==> src/rtl/twk_pkg.sv <==
package twk_pkg;
  typedef enum logic [2:0] {
    S_IDLE  = 3'd0,
    S_XLATE = 3'd1,
    S_READ  = 3'd2,
    S_WRITE = 3'd3,
    S_DONE  = 3'd4
  } walk_state_e;
endpackage

==> src/rtl/twk_pte_addr.sv <==
// Page-table entry address: base OR (vaddr >> shift), low bits aligned.
module twk_pte_addr #(
  parameter int VA_W      = 32,
  parameter int PTE_SHIFT = 10,
  parameter int ALIGN_W   = 2
) (
  input  logic [VA_W-1:0] base,
  input  logic [VA_W-1:0] vaddr,
  output logic [VA_W-1:0] pte_addr
);
  localparam logic [VA_W-1:0] KEEP_MASK = ~((VA_W)'((1 << ALIGN_W) - 1));

  logic [VA_W-1:0] raw;

  always_comb begin
    raw      = base | (vaddr >> PTE_SHIFT);
    pte_addr = raw & KEEP_MASK;
  end
endmodule

==> src/rtl/twk_victim_ctr.sv <==
// Refill counter: increment first, then use the low bits as the victim way.
module twk_victim_ctr #(
  parameter int CNT_W = 8,
  parameter int WAY_W = 2
) (
  input  logic             clk,
  input  logic             rst_n,
  input  logic             refill,
  output logic [WAY_W-1:0] way
);
  logic [CNT_W-1:0] cnt_q;
  logic [CNT_W-1:0] cnt_d;

  always_comb begin
    cnt_d = cnt_q + 1'b1;
    way   = cnt_d[WAY_W-1:0];
  end

  always_ff @(posedge clk or negedge rst_n) begin
    if (!rst_n) begin
      cnt_q <= '0;
    end else if (refill) begin
      cnt_q <= cnt_d;
    end
  end
endmodule

==> src/rtl/twk_fsm.sv <==
module twk_fsm
  import twk_pkg::*;
#(
  parameter int VA_W       = 32,
  parameter int PA_W       = 32,
  parameter int PTE_W      = 32,
  parameter int CAUSE_W    = 6,
  parameter int PAGE_SHIFT = 12,
  parameter int IDX_W      = 2,
  parameter int RING_LSB   = 4
) (
  input  logic                              clk,
  input  logic                              rst_n,
  input  logic                              miss_valid,
  input  logic [VA_W-1:0]                   miss_vaddr,
  input  logic                              miss_is_data,
  input  logic [VA_W-1:0]                   pte_addr,
  output logic                              miss_ready,
  output logic                              lk_valid,
  output logic [VA_W-1:0]                   lk_vaddr,
  input  logic                              lk_rsp_valid,
  input  logic                              lk_fault,
  input  logic [CAUSE_W-1:0]                lk_cause,
  input  logic [PA_W-1:0]                   lk_paddr,
  output logic                              mem_req_valid,
  input  logic                              mem_req_ready,
  output logic [PA_W-1:0]                   mem_req_addr,
  input  logic                              mem_rsp_valid,
  input  logic [PTE_W-1:0]                  mem_rsp_data,
  output logic                              tw_en,
  output logic                              tw_is_data,
  output logic [IDX_W-1:0]                  tw_index,
  output logic [VA_W-PAGE_SHIFT-IDX_W-1:0]  tw_vpn,
  output logic [1:0]                        tw_ring,
  output logic [PTE_W-1:0]                  tw_pte,
  output logic                              rsp_valid,
  output logic                              rsp_fault,
  output logic [CAUSE_W-1:0]                rsp_cause,
  output logic [VA_W-1:0]                   exc_vaddr
);
  localparam int VPN_W = VA_W - PAGE_SHIFT - IDX_W;

  walk_state_e          state_q, state_d;
  logic [VA_W-1:0]      vaddr_q;
  logic                 is_data_q;
  logic [VA_W-1:0]      ptea_q;
  logic [PA_W-1:0]      paddr_q;
  logic [PTE_W-1:0]     pte_q;
  logic                 fault_q;
  logic [CAUSE_W-1:0]   cause_q;
  logic                 req_done_q, req_done_d;
  logic [VA_W-1:0]      exc_q;

  logic cap_miss, cap_lk, cap_pte, req_fire, upd_exc;

  // Next-state and enables
  always_comb begin
    cap_miss   = (state_q == S_IDLE) && miss_valid;
    cap_lk     = (state_q == S_XLATE) && lk_rsp_valid;
    req_fire   = (state_q == S_READ) && !req_done_q && mem_req_ready;
    cap_pte    = (state_q == S_READ) && req_done_q && mem_rsp_valid;
    upd_exc    = (state_q == S_WRITE);
    req_done_d = req_done_q;
    if (req_fire) req_done_d = 1'b1;
    if (cap_pte)  req_done_d = 1'b0;

    state_d = state_q;
    case (state_q)
      S_IDLE:  if (miss_valid)    state_d = S_XLATE;
      S_XLATE: if (lk_rsp_valid)  state_d = lk_fault ? S_DONE : S_READ;
      S_READ:  if (cap_pte)       state_d = S_WRITE;
      S_WRITE:                    state_d = S_DONE;
      S_DONE:                     state_d = S_IDLE;
      default:                    state_d = S_IDLE;
    endcase
  end

  // Registers
  always_ff @(posedge clk or negedge rst_n) begin
    if (!rst_n) begin
      state_q    <= S_IDLE;
      req_done_q <= 1'b0;
      vaddr_q    <= '0;
      is_data_q  <= 1'b0;
      ptea_q     <= '0;
      paddr_q    <= '0;
      pte_q      <= '0;
      fault_q    <= 1'b0;
      cause_q    <= '0;
      exc_q      <= '0;
    end else begin
      state_q    <= state_d;
      req_done_q <= req_done_d;
      if (cap_miss) begin
        vaddr_q   <= miss_vaddr;
        is_data_q <= miss_is_data;
        ptea_q    <= pte_addr;
      end
      if (cap_lk) begin
        paddr_q <= lk_paddr;
        fault_q <= lk_fault;
        cause_q <= lk_fault ? lk_cause : '0;
      end
      if (cap_pte) begin
        pte_q <= mem_rsp_data;
      end
      if (upd_exc) begin
        exc_q <= vaddr_q;
      end
    end
  end

  // Outputs
  always_comb begin
    miss_ready    = (state_q == S_IDLE);
    lk_valid      = (state_q == S_XLATE);
    lk_vaddr      = ptea_q;
    mem_req_valid = (state_q == S_READ) && !req_done_q;
    mem_req_addr  = paddr_q;
    tw_en         = (state_q == S_WRITE);
    tw_is_data    = is_data_q;
    tw_index      = vaddr_q[PAGE_SHIFT +: IDX_W];
    tw_vpn        = vaddr_q[VA_W-1 -: VPN_W];
    tw_ring       = pte_q[RING_LSB +: 2];
    tw_pte        = pte_q;
    rsp_valid     = (state_q == S_DONE);
    rsp_fault     = fault_q;
    rsp_cause     = cause_q;
    exc_vaddr     = exc_q;
  end
endmodule

==> src/rtl/tlb_refill_walker.sv <==
module tlb_refill_walker #(
  parameter int VA_W       = 32,
  parameter int PA_W       = 32,
  parameter int PTE_W      = 32,
  parameter int CAUSE_W    = 6,
  parameter int PRIV_W     = 2,
  parameter int PAGE_SHIFT = 12,
  parameter int IDX_W      = 2,
  parameter int PTE_SHIFT  = 10,
  parameter int N_RWAYS    = 4,
  parameter int CNT_W      = 8,
  parameter int RING_LSB   = 4,
  localparam int WAY_W     = $clog2(N_RWAYS),
  localparam int VPN_W     = VA_W - PAGE_SHIFT - IDX_W
) (
  input  logic               clk,
  input  logic               rst_n,
  input  logic [VA_W-1:0]    pt_base,
  input  logic               miss_valid,
  output logic               miss_ready,
  input  logic [VA_W-1:0]    miss_vaddr,
  input  logic               miss_is_data,
  output logic               lk_valid,
  output logic [VA_W-1:0]    lk_vaddr,
  output logic               lk_is_data,
  output logic [PRIV_W-1:0]  lk_priv,
  input  logic               lk_rsp_valid,
  input  logic               lk_fault,
  input  logic [CAUSE_W-1:0] lk_cause,
  input  logic [PA_W-1:0]    lk_paddr,
  output logic               mem_req_valid,
  input  logic               mem_req_ready,
  output logic [PA_W-1:0]    mem_req_addr,
  input  logic               mem_rsp_valid,
  input  logic [PTE_W-1:0]   mem_rsp_data,
  output logic               tw_en,
  output logic               tw_is_data,
  output logic [WAY_W-1:0]   tw_way,
  output logic [IDX_W-1:0]   tw_index,
  output logic [VPN_W-1:0]   tw_vpn,
  output logic [1:0]         tw_ring,
  output logic [PTE_W-1:0]   tw_pte,
  output logic               rsp_valid,
  output logic               rsp_fault,
  output logic [CAUSE_W-1:0] rsp_cause,
  output logic [VA_W-1:0]    exc_vaddr
);
  // Asynchronous assert, synchronous release
  logic [1:0] rst_pipe;
  logic       rst_n_int;

  always_ff @(posedge clk or negedge rst_n) begin
    if (!rst_n) rst_pipe <= 2'b00;
    else        rst_pipe <= {rst_pipe[0], 1'b1};
  end
  assign rst_n_int = rst_pipe[1];

  logic [VA_W-1:0] pte_addr;

  // The entry fetch is always a privileged data read
  assign lk_is_data = 1'b1;
  assign lk_priv    = '0;

  twk_pte_addr #(
    .VA_W      (VA_W),
    .PTE_SHIFT (PTE_SHIFT),
    .ALIGN_W   (2)
  ) u_addr (
    .base     (pt_base),
    .vaddr    (miss_vaddr),
    .pte_addr (pte_addr)
  );

  twk_victim_ctr #(
    .CNT_W (CNT_W),
    .WAY_W (WAY_W)
  ) u_victim (
    .clk    (clk),
    .rst_n  (rst_n_int),
    .refill (tw_en),
    .way    (tw_way)
  );

  twk_fsm #(
    .VA_W       (VA_W),
    .PA_W       (PA_W),
    .PTE_W      (PTE_W),
    .CAUSE_W    (CAUSE_W),
    .PAGE_SHIFT (PAGE_SHIFT),
    .IDX_W      (IDX_W),
    .RING_LSB   (RING_LSB)
  ) u_fsm (
    .clk           (clk),
    .rst_n         (rst_n_int),
    .miss_valid    (miss_valid),
    .miss_vaddr    (miss_vaddr),
    .miss_is_data  (miss_is_data),
    .pte_addr      (pte_addr),
    .miss_ready    (miss_ready),
    .lk_valid      (lk_valid),
    .lk_vaddr      (lk_vaddr),
    .lk_rsp_valid  (lk_rsp_valid),
    .lk_fault      (lk_fault),
    .lk_cause      (lk_cause),
    .lk_paddr      (lk_paddr),
    .mem_req_valid (mem_req_valid),
    .mem_req_ready (mem_req_ready),
    .mem_req_addr  (mem_req_addr),
    .mem_rsp_valid (mem_rsp_valid),
    .mem_rsp_data  (mem_rsp_data),
    .tw_en         (tw_en),
    .tw_is_data    (tw_is_data),
    .tw_index      (tw_index),
    .tw_vpn        (tw_vpn),
    .tw_ring       (tw_ring),
    .tw_pte        (tw_pte),
    .rsp_valid     (rsp_valid),
    .rsp_fault     (rsp_fault),
    .rsp_cause     (rsp_cause),
    .exc_vaddr     (exc_vaddr)
  );
endmodule

==> config.mk <==
export PLATFORM = sky130hd
export DESIGN_NAME = tlb_refill_walker
export DESIGN_NICKNAME = d
export VERILOG_FILES = /design/src/rtl/twk_pkg.sv /design/src/rtl/twk_pte_addr.sv /design/src/rtl/twk_victim_ctr.sv /design/src/rtl/twk_fsm.sv /design/src/rtl/tlb_refill_walker.sv
export SDC_FILE = /design/constraint.sdc
export NUM_CORES = 1
export LEC_CHECK = 0
export CORE_AREA = 2 2 158 160
export CTS_CLUSTER_DIAMETER = 100
export DETAILED_ROUTE_END_ITERATION = 8
export DIE_AREA = 0 0 160 162
export SYNTH_ARGS = -nofsm -noshare
export SYNTH_HDL_FRONTEND = slang
export SYNTH_SLANG_ARGS = --single-unit
export TNS_END_PERCENT = 100
==> constraint.sdc <==
create_clock -name clk -period 5.9 [get_ports clk]
set_input_delay 0.885 -clock clk [delete_from_list [all_inputs] [get_ports clk]]
set_output_delay 0.885 -clock clk [all_outputs]
set_load 0.02 [all_outputs]
# == Word level (Yosys, flattened, before mapping) ==
# Cells that the tools add are included.
# word_totals
regBits,180
input_bits,142
wordCells,39
# op_classes
addsub,1
eq_ne,7
n_mux,8
bitwise_logic,1
n_reduce_logical,10
# ops
operator,count
OR 32 x 22 -> 32 bit,1
two-way mux 3 bit,4
one-hot mux 3 bit (4 select lines),1
"adder 8 x 1 -> 8 bit, second input constant",1
"equality test 3 x 2 -> 1 bit, second input constant",2
logical AND 1 bit,6
two-way mux 6 bit,1
"!= test 2 x 1 -> 1 bit, second input constant",2
"equality test 3 x 1 -> 1 bit, second input constant",1
"equality test 3 bit, second input constant",1
zero test 3 bit,1
AND reduction 3 bit,1
two-way mux 1 bit,2
"!= test 2 bit, second input constant",1
nonzero test 2 bit,1
zero test 1 bit,1

# == Depth between registers and ports, before layout ==
# Gate-level depths: netlist of the first run.
# depth
depth_word,5
depth_mapped,6
depth_no_buf,4

# == Hierarchy ==
# From an unflattened synthesis of the first run, not the netlist that was laid out.
# unflattened
hier_cells,466
hier_area_um2,7190.6
# by_module_without_submodules
module,instances,cells_each,area_per_inst_um2,seq_area_each_um2
twk_fsm,1,419,6805.3,4304.1
twk_pte_addr,1,33,219.0,0.0
twk_victim_ctr,1,7,86.3,50.0
tlb_refill_walker,1,7,80.1,50.0

# == Worst setup path after synthesis of the first run ==
# OpenSTA, ideal clock, no wires.
# synth_path
path_type,register to output
startpoint,reg u_fsm.state_q[0]
endpoint,out mem_req_valid
arrival_ns,1.165
path_slack_ns,3.850
stages_incl_launch_ff,4
path_buffers,1
path_cell_list,dfrtp_1 buf_6 nand2b_1 nor3_1
# synth_via
elab_chain_len,2
# synth_rtl
item,line,source
"start, declared",twk_fsm.sv:43,"walk_state_e state_q, state_d;"
"start signal, assigned",twk_fsm.sv:92,state_q <= state_d;
equality test 3 x 2 -> 1 bit,twk_fsm.sv:118,mem_req_valid = (state_q == S_READ) && !req_done_q;
logical AND 1 bit,twk_fsm.sv:118,
"end, declared",tlb_refill_walker.sv:31,"output logic mem_req_valid,"
# Every way passes these cells.

# == Final worst setup path of the first run ==
# Same ends and word-level chain as after synthesis.

==> results of run 1 <==
==> where the power goes <==
group	internal [mW]	switching [mW]	leakage, nW
registers	1.76	0.343	2.08
clock network	0.561	0.511	0.256
logic	1.60	1.41	2.27
total	3.92	2.26	4.61
==> metal layers <==
metal / global-route usage [%] / vias up / share of wire [%]
met4: 4.10 / 0 / 1.2
met2: 24.9 / 125 / 51
met5: 0 / - / 0
li1: - / 2295 / -
met3: 3.83 / 11 / 5.0
met1: 18.2 / 2440 / 43
==> stage by stage <==
stage                     setup WS [ps]  instance area [um2]
after floorplan                     693                 7150
after global placement             2670                10200
after detailed placement           2650                10200
after CTS                          2940                10700
after global routing               2840                10700
final                              2970                10700
==> critical path: stages, from the launching register on <==
cell	delay [ps]
dfrtp_1	520
nand2b_1	220
nor3_1	180
clkdlybuf4s50_1	690
==> synthesized netlist by cell type (2+ instances only) <==
cell / number / area, um2
mux2_2: 51 / 574
dfrtp_1: 174 / 4350
buf_12: 3 / 60.1
xnor2_1: 2 / 17.5
inv_1: 7 / 26.3
conb_1: 2 / 7.51
nand2_1: 97 / 364
clkbuf_1: 3 / 11.3
buf_4: 32 / 240
nor3b_1: 3 / 22.5
nor3_1: 3 / 15.0
o21ai_0: 6 / 30.0
mux2_4: 57 / 856
nor2_1: 41 / 154
nand3_1: 6 / 30.0
buf_2: 8 / 40.0
buf_6: 9 / 101
a21oi_1: 23 / 115
==> final cells by class <==
type | count | area (um2)
Multi-Input combinational cell | 306 | 2310
Clock buffer | 19 | 443
Clock inverter | 12 | 103
Inverter | 8 | 30.0
Tap cell | 324 | 405
Fill cell | 2288 | 13400
Sequential cell | 174 | 4360
Timing Repair Buffer | 309 | 3090
==> logic make-up (layout without fill, tap and decap cells) <==
group / Yosys count / after routing / synth area share (%)
flops: 174 / 174 / 61.0
xor+xnor: 3 / 3 / 0.368
mux: 108 / 108 / 20.0
buf+inv: 63 / 348 / 6.77
compound gates: 31 / 31 / 2.26
other cells: 2 / 6 / 0.105
simple gates: 158 / 158 / 9.42
==> flip-flops by register name, summed over array words and instances (netlist names) <==
register,flops
u_fsm.tw_pte,32
u_fsm.tw_is_data,1
u_fsm.mem_req_addr,32
u_fsm.exc_vaddr,32
u_fsm.lk_vaddr,30
u_fsm.req_done_q,1
u_victim.cnt_q,2
rst_pipe,2
u_fsm.rsp_cause,6
u_fsm.rsp_fault,1
u_fsm.vaddr_q,32
u_fsm.state_q,3
==> path summary, 6_finish.rpt <==
kind,from,to,slack (ps)
worst max-delay path,u_fsm.state_q[0],mem_req_valid,2970
worst min-delay path,rst_pipe[1],u_fsm.tw_pte[28],220
worst max register to register,u_fsm.state_q[0],u_fsm.lk_vaddr[29],3490
worst min register to register,rst_pipe[1],u_fsm.tw_pte[28],220
max in group asynchronous,rst_pipe[1],u_fsm.vaddr_q[7],4380
min in group clk,rst_pipe[0],rst_pipe[1],360
==> flow_summary.json, run 1 <==
{
  "setup_violations": 0,
  "status": "completed",
  "final_cell_mix": "clkdlybuf4s50_1 (302), dfrtp_1 (173), nand2_1 (97), mux2_4 (57), mux2_2 (51)",
  "worstMarginPinSlew_ps": 1030,
  "drv_slew": 0,
  "clockBufferDepth": 2,
  "drt_iter0_markers": 175,
  "worstSetupStartpointType": "register",
  "yosysWarnings": 0,
  "postRouteAntennaNets": 0,
  "total_power_mw": 6.19,
  "cts_root_buf": "clkbuf_16",
  "vdd_drop_max_mv": 0.259,
  "grt_usage_pct": 14.5,
  "die_h_um": 162,
  "routed_via_density": 4.23,
  "dieArea_um2": 25900,
  "dpl.cell_count": 1121,
  "finalWirelength_mm": 18.7,
  "ys.flop_type": "dfrtp_1",
  "cp.required_ps": 5020,
  "crit_type": "register to output port",
  "p_per_area_nw_per_um2": 576,
  "numPortBuffers": 302,
  "max-slew-margin-rel_pct": 31.3,
  "holdBufCountCts": 0,
  "initial_core_util_pct": 29.6,
  "synth.avg_cell_area_um2": 13.2,
  "utilization_pct": 44.6,
  "postSynthCellCount": 539,
  "area_delta_synth_final_pct": 50.5,
  "crit_fanout": 12,
  "finalNonFillerCells": 1152,
  "hpwl_mm": 13.3,
  "core_area_um2": 24100,
  "nets": 958,
  "ys_seq_area_share_pct": 61.0,
  "cts_buffers": 17,
  "r2r_cells": 3,
  "clock.fmax_mhz": 342,
  "synth_cell_type_count": 30,
  "syn_area_um2": 7130,
  "hold_class": "register to asynchronous set/reset pin",
  "cts_tree": "yes",
  "drt-wirelength-per-cell_um": 16.2,
  "gp_congestion": 0.747,
  "ctsResizeCount": 0,
  "clock_latency_ps": 420,
  "ys_ff_latch": 174,
  "final_common_cell": "clkdlybuf4s50_1",
  "period_minus_slack_ps": 2930,
  "rows": 57,
  "grt_overflow_total": 0,
  "antenna_cells": 0,
  "drc": 0,
  "hold_violations": 0,
  "final_layout_size_suffix_gt1_share_pct": 18.1,
  "grt_pass1_wl_mm": 29.3,
  "critPathArrivalTime_ps": 2040,
  "setup-tns-final_ps": 0,
  "p_leak_nw": 4.61,
  "die_width_um": 160,
  "routed-via-count": 4871,
  "rsz0062_at_grt": "no",
  "worstSetupEndpointType": "output port",
  "firstDrtPassIters": 6,
  "synth-edff-count": 0,
  "synthArstFlopShare_pct": 100,
  "holdWs_ps": 219,
  "clock-sinks": 174,
  "grt_max_degree": 77,
  "grt_pass1_vias": 5111,
  "htree_levels": 4,
  "clk_pin_slew_ps": 70,
  "io_pins": 310,
  "post_cts_buffers": 0,
  "drv_cap": 0,
  "min_period_over_period_pct": 49.6,
  "antenna_found_initial": 0,
  "skew_ps": 11.2
}
Note: power is estimated with default switching activity, not from simulation.
==> inputs of run 2 (changes only) <==
clock period = 2.75 ns   (was 5.9 ns; I/O delays follow)
==> run 2 against run 1 <==
Routed wire length increased by 0.36%. Register-to-register slack worse by 2600 ps. Die area stayed put. Cell count about the same. Worst setup slack lost 2700 ps. Sequential cell count unchanged. Clock skew increased by 7.9 ps. Total power increased by 120%. Largest power group unchanged. Highest routed layer unchanged.
==> flow_summary.json, run 2 (synthesis gave the netlist of run 1 again) <==
{
  "setup-tns-final_ps": 0,
  "io_pins": 310,
  "drc": 0,
  "clockBufferDepth": 2,
  "comb_power_share_pct": 47.7,
  "finalWirelength_mm": 18.8,
  "crit_type": "register to output port",
  "internal-power_mw": 8.76,
  "postRouteAntennaNets": 0,
  "rows": 57,
  "drt_iter0_markers": 218,
  "status": "completed",
  "routed_via_density": 4.22,
  "critical_path.top_delay_family": "buffers and inverters",
  "min_period_over_period_pct": 89.9,
  "crit_fanout": 12,
  "clock_latency_ps": 420,
  "p_leak_nw": 4.67,
  "grt_max_degree": 84,
  "firstDrtPassIters": 6,
  "dpl.cell_count": 1122,
  "grt_overflow_total": 0,
  "cts_buffers": 17,
  "final_common_cell": "clkdlybuf4s50_1",
  "cts_root_buf": "clkbuf_16",
  "final_layout_size_suffix_gt1_share_pct": 18.1,
  "drt-wirelength-per-cell_um": 16.3,
  "numPortBuffers": 302,
  "busiest_layer": "met2",
  "grtUsageMet2_pct": 23.8,
  "routed-via-count": 4864,
  "rsz0062_at_grt": "no",
  "holdBufCountCts": 0,
  "initial_core_util_pct": 29.6,
  "core_area_um2": 24100,
  "slowest_delay_ps": 690,
  "clock-sinks": 174,
  "clk_pin_slew_ps": 70,
  "drv_cap": 0,
  "hpwl_mm": 13.2,
  "critPathArrivalTime_ps": 2060,
  "htree_levels": 4,
  "cts_tree": "yes",
  "gp_congestion": 0.759,
  "skew_ps": 19.2,
  "dieArea_um2": 25900,
  "die_h_um": 162,
  "grt_usage_pct": 14.8,
  "post_cts_buffers": 0,
  "vdd_drop_max_mv": 0.476,
  "ctsResizeCount": 0,
  "p_switching_mw": 4.79,
  "drv_slew": 0,
  "worstPathCellList": "nand2b_1, nor3_1, clkdlybuf4s50_1",
  "setup_violations": 0,
  "worstSetupEndpointType": "output port",
  "period_minus_slack_ps": 2470,
  "worstSetupStartpointType": "register",
  "area_delta_synth_final_pct": 52.3,
  "switching_share_pct": 35.3,
  "power.share.sequential_pct": 33.4,
  "hold_class": "primary input to asynchronous set/reset pin",
  "met1_usage_pct": 19.2,
  "antenna_found_initial": 1,
  "grt_pass1_vias": 4979,
  "power_frac_clock_pct": 18.9,
  "nets": 959,
  "final_cell_mix": "clkdlybuf4s50_1 (302), dfrtp_1 (173), nand2_1 (97), mux2_4 (57), mux2_2 (51)",
  "finalNonFillerCells": 1153,
  "met3_usage_pct": 3.75,
  "clock.fmax_mhz": 404,
  "p_per_area_nw_per_um2": 1250,
  "hold_violations": 0,
  "worst-path-buf-inv": 1,
  "grt_pass1_wl_mm": 29.5,
  "fillerInstances": 2301,
  "cpMaxStageDelayCell": "clkdlybuf4s50_1",
  "die_width_um": 160,
  "cp.required_ps": 2340
}
run 2: cell type report:
type                       instances  area, um2  area share [%]
sequential                       174       4360            40.1
timing repair buffer             310       3150            28.9
multi-input combinational        306       2310            21.3
clock buffer                      18        429            3.95
tap                              324        405            3.73
clock inverter                    12        184            1.69
inverter                           8       30.0           0.276
antenna                            1       2.50          0.0230
run 2: through the flow:
| step | hold WS [ps] | utilization [%] | area, um2 | worst slack, ps | power [mW] |
|---|---|---|---|---|---|
| detailed placement | 319 | 42.5 | 10300 | 660 | 11.1 |
| global route | 141 | 45.1 | 10900 | 137 | 14.3 |
| CTS | 130 | 45.1 | 10900 | 242 | 13.8 |
| floorplan | 117 | - | 7150 | 954 | 8.36 |
| global placement | 319 | 42.5 | 10300 | 681 | 11.0 |
| finish | 148 | 45.1 | 10900 | 277 | 13.5 |
run 2: worst paths after layout:
kind / slack (ps) / cells past startpoint / startpoint / end
worst max register to register: 860 / 3 / u_fsm.state_q[0] / u_fsm.vaddr_q[15]
min in group clk: 360 / 0 / rst_pipe[0] / rst_pipe[1]
worst max-delay path: 280 / 3 / u_fsm.state_q[0] / mem_req_valid
max in group asynchronous: 1640 / 1 / rst_pipe[1] / u_fsm.mem_req_addr[18]
worst min register to register: 300 / 0 / rst_pipe[1] / u_fsm.lk_vaddr[19]
worst min-delay path: 150 / 1 / rst_n / rst_pipe[1]
run 2: power by group through the flow:
stage	Clock [mW]	Combinational, mW	Sequential [mW]
3_3_place_gp	0	6.51	4.53
5_1_grt	2.76	6.84	4.72
3_5_place_dp	0	6.54	4.56
2_1_floorplan	0	2.73	5.63
6_report	2.57	6.45	4.53
4_1_cts	2.67	6.56	4.55
run 2: per-layer routing:
metal,part of all wire (%),wire length (um)
met5,0,0
met4,1.8,345
met2,50,9370
met3,4.6,872
met1,44,8180
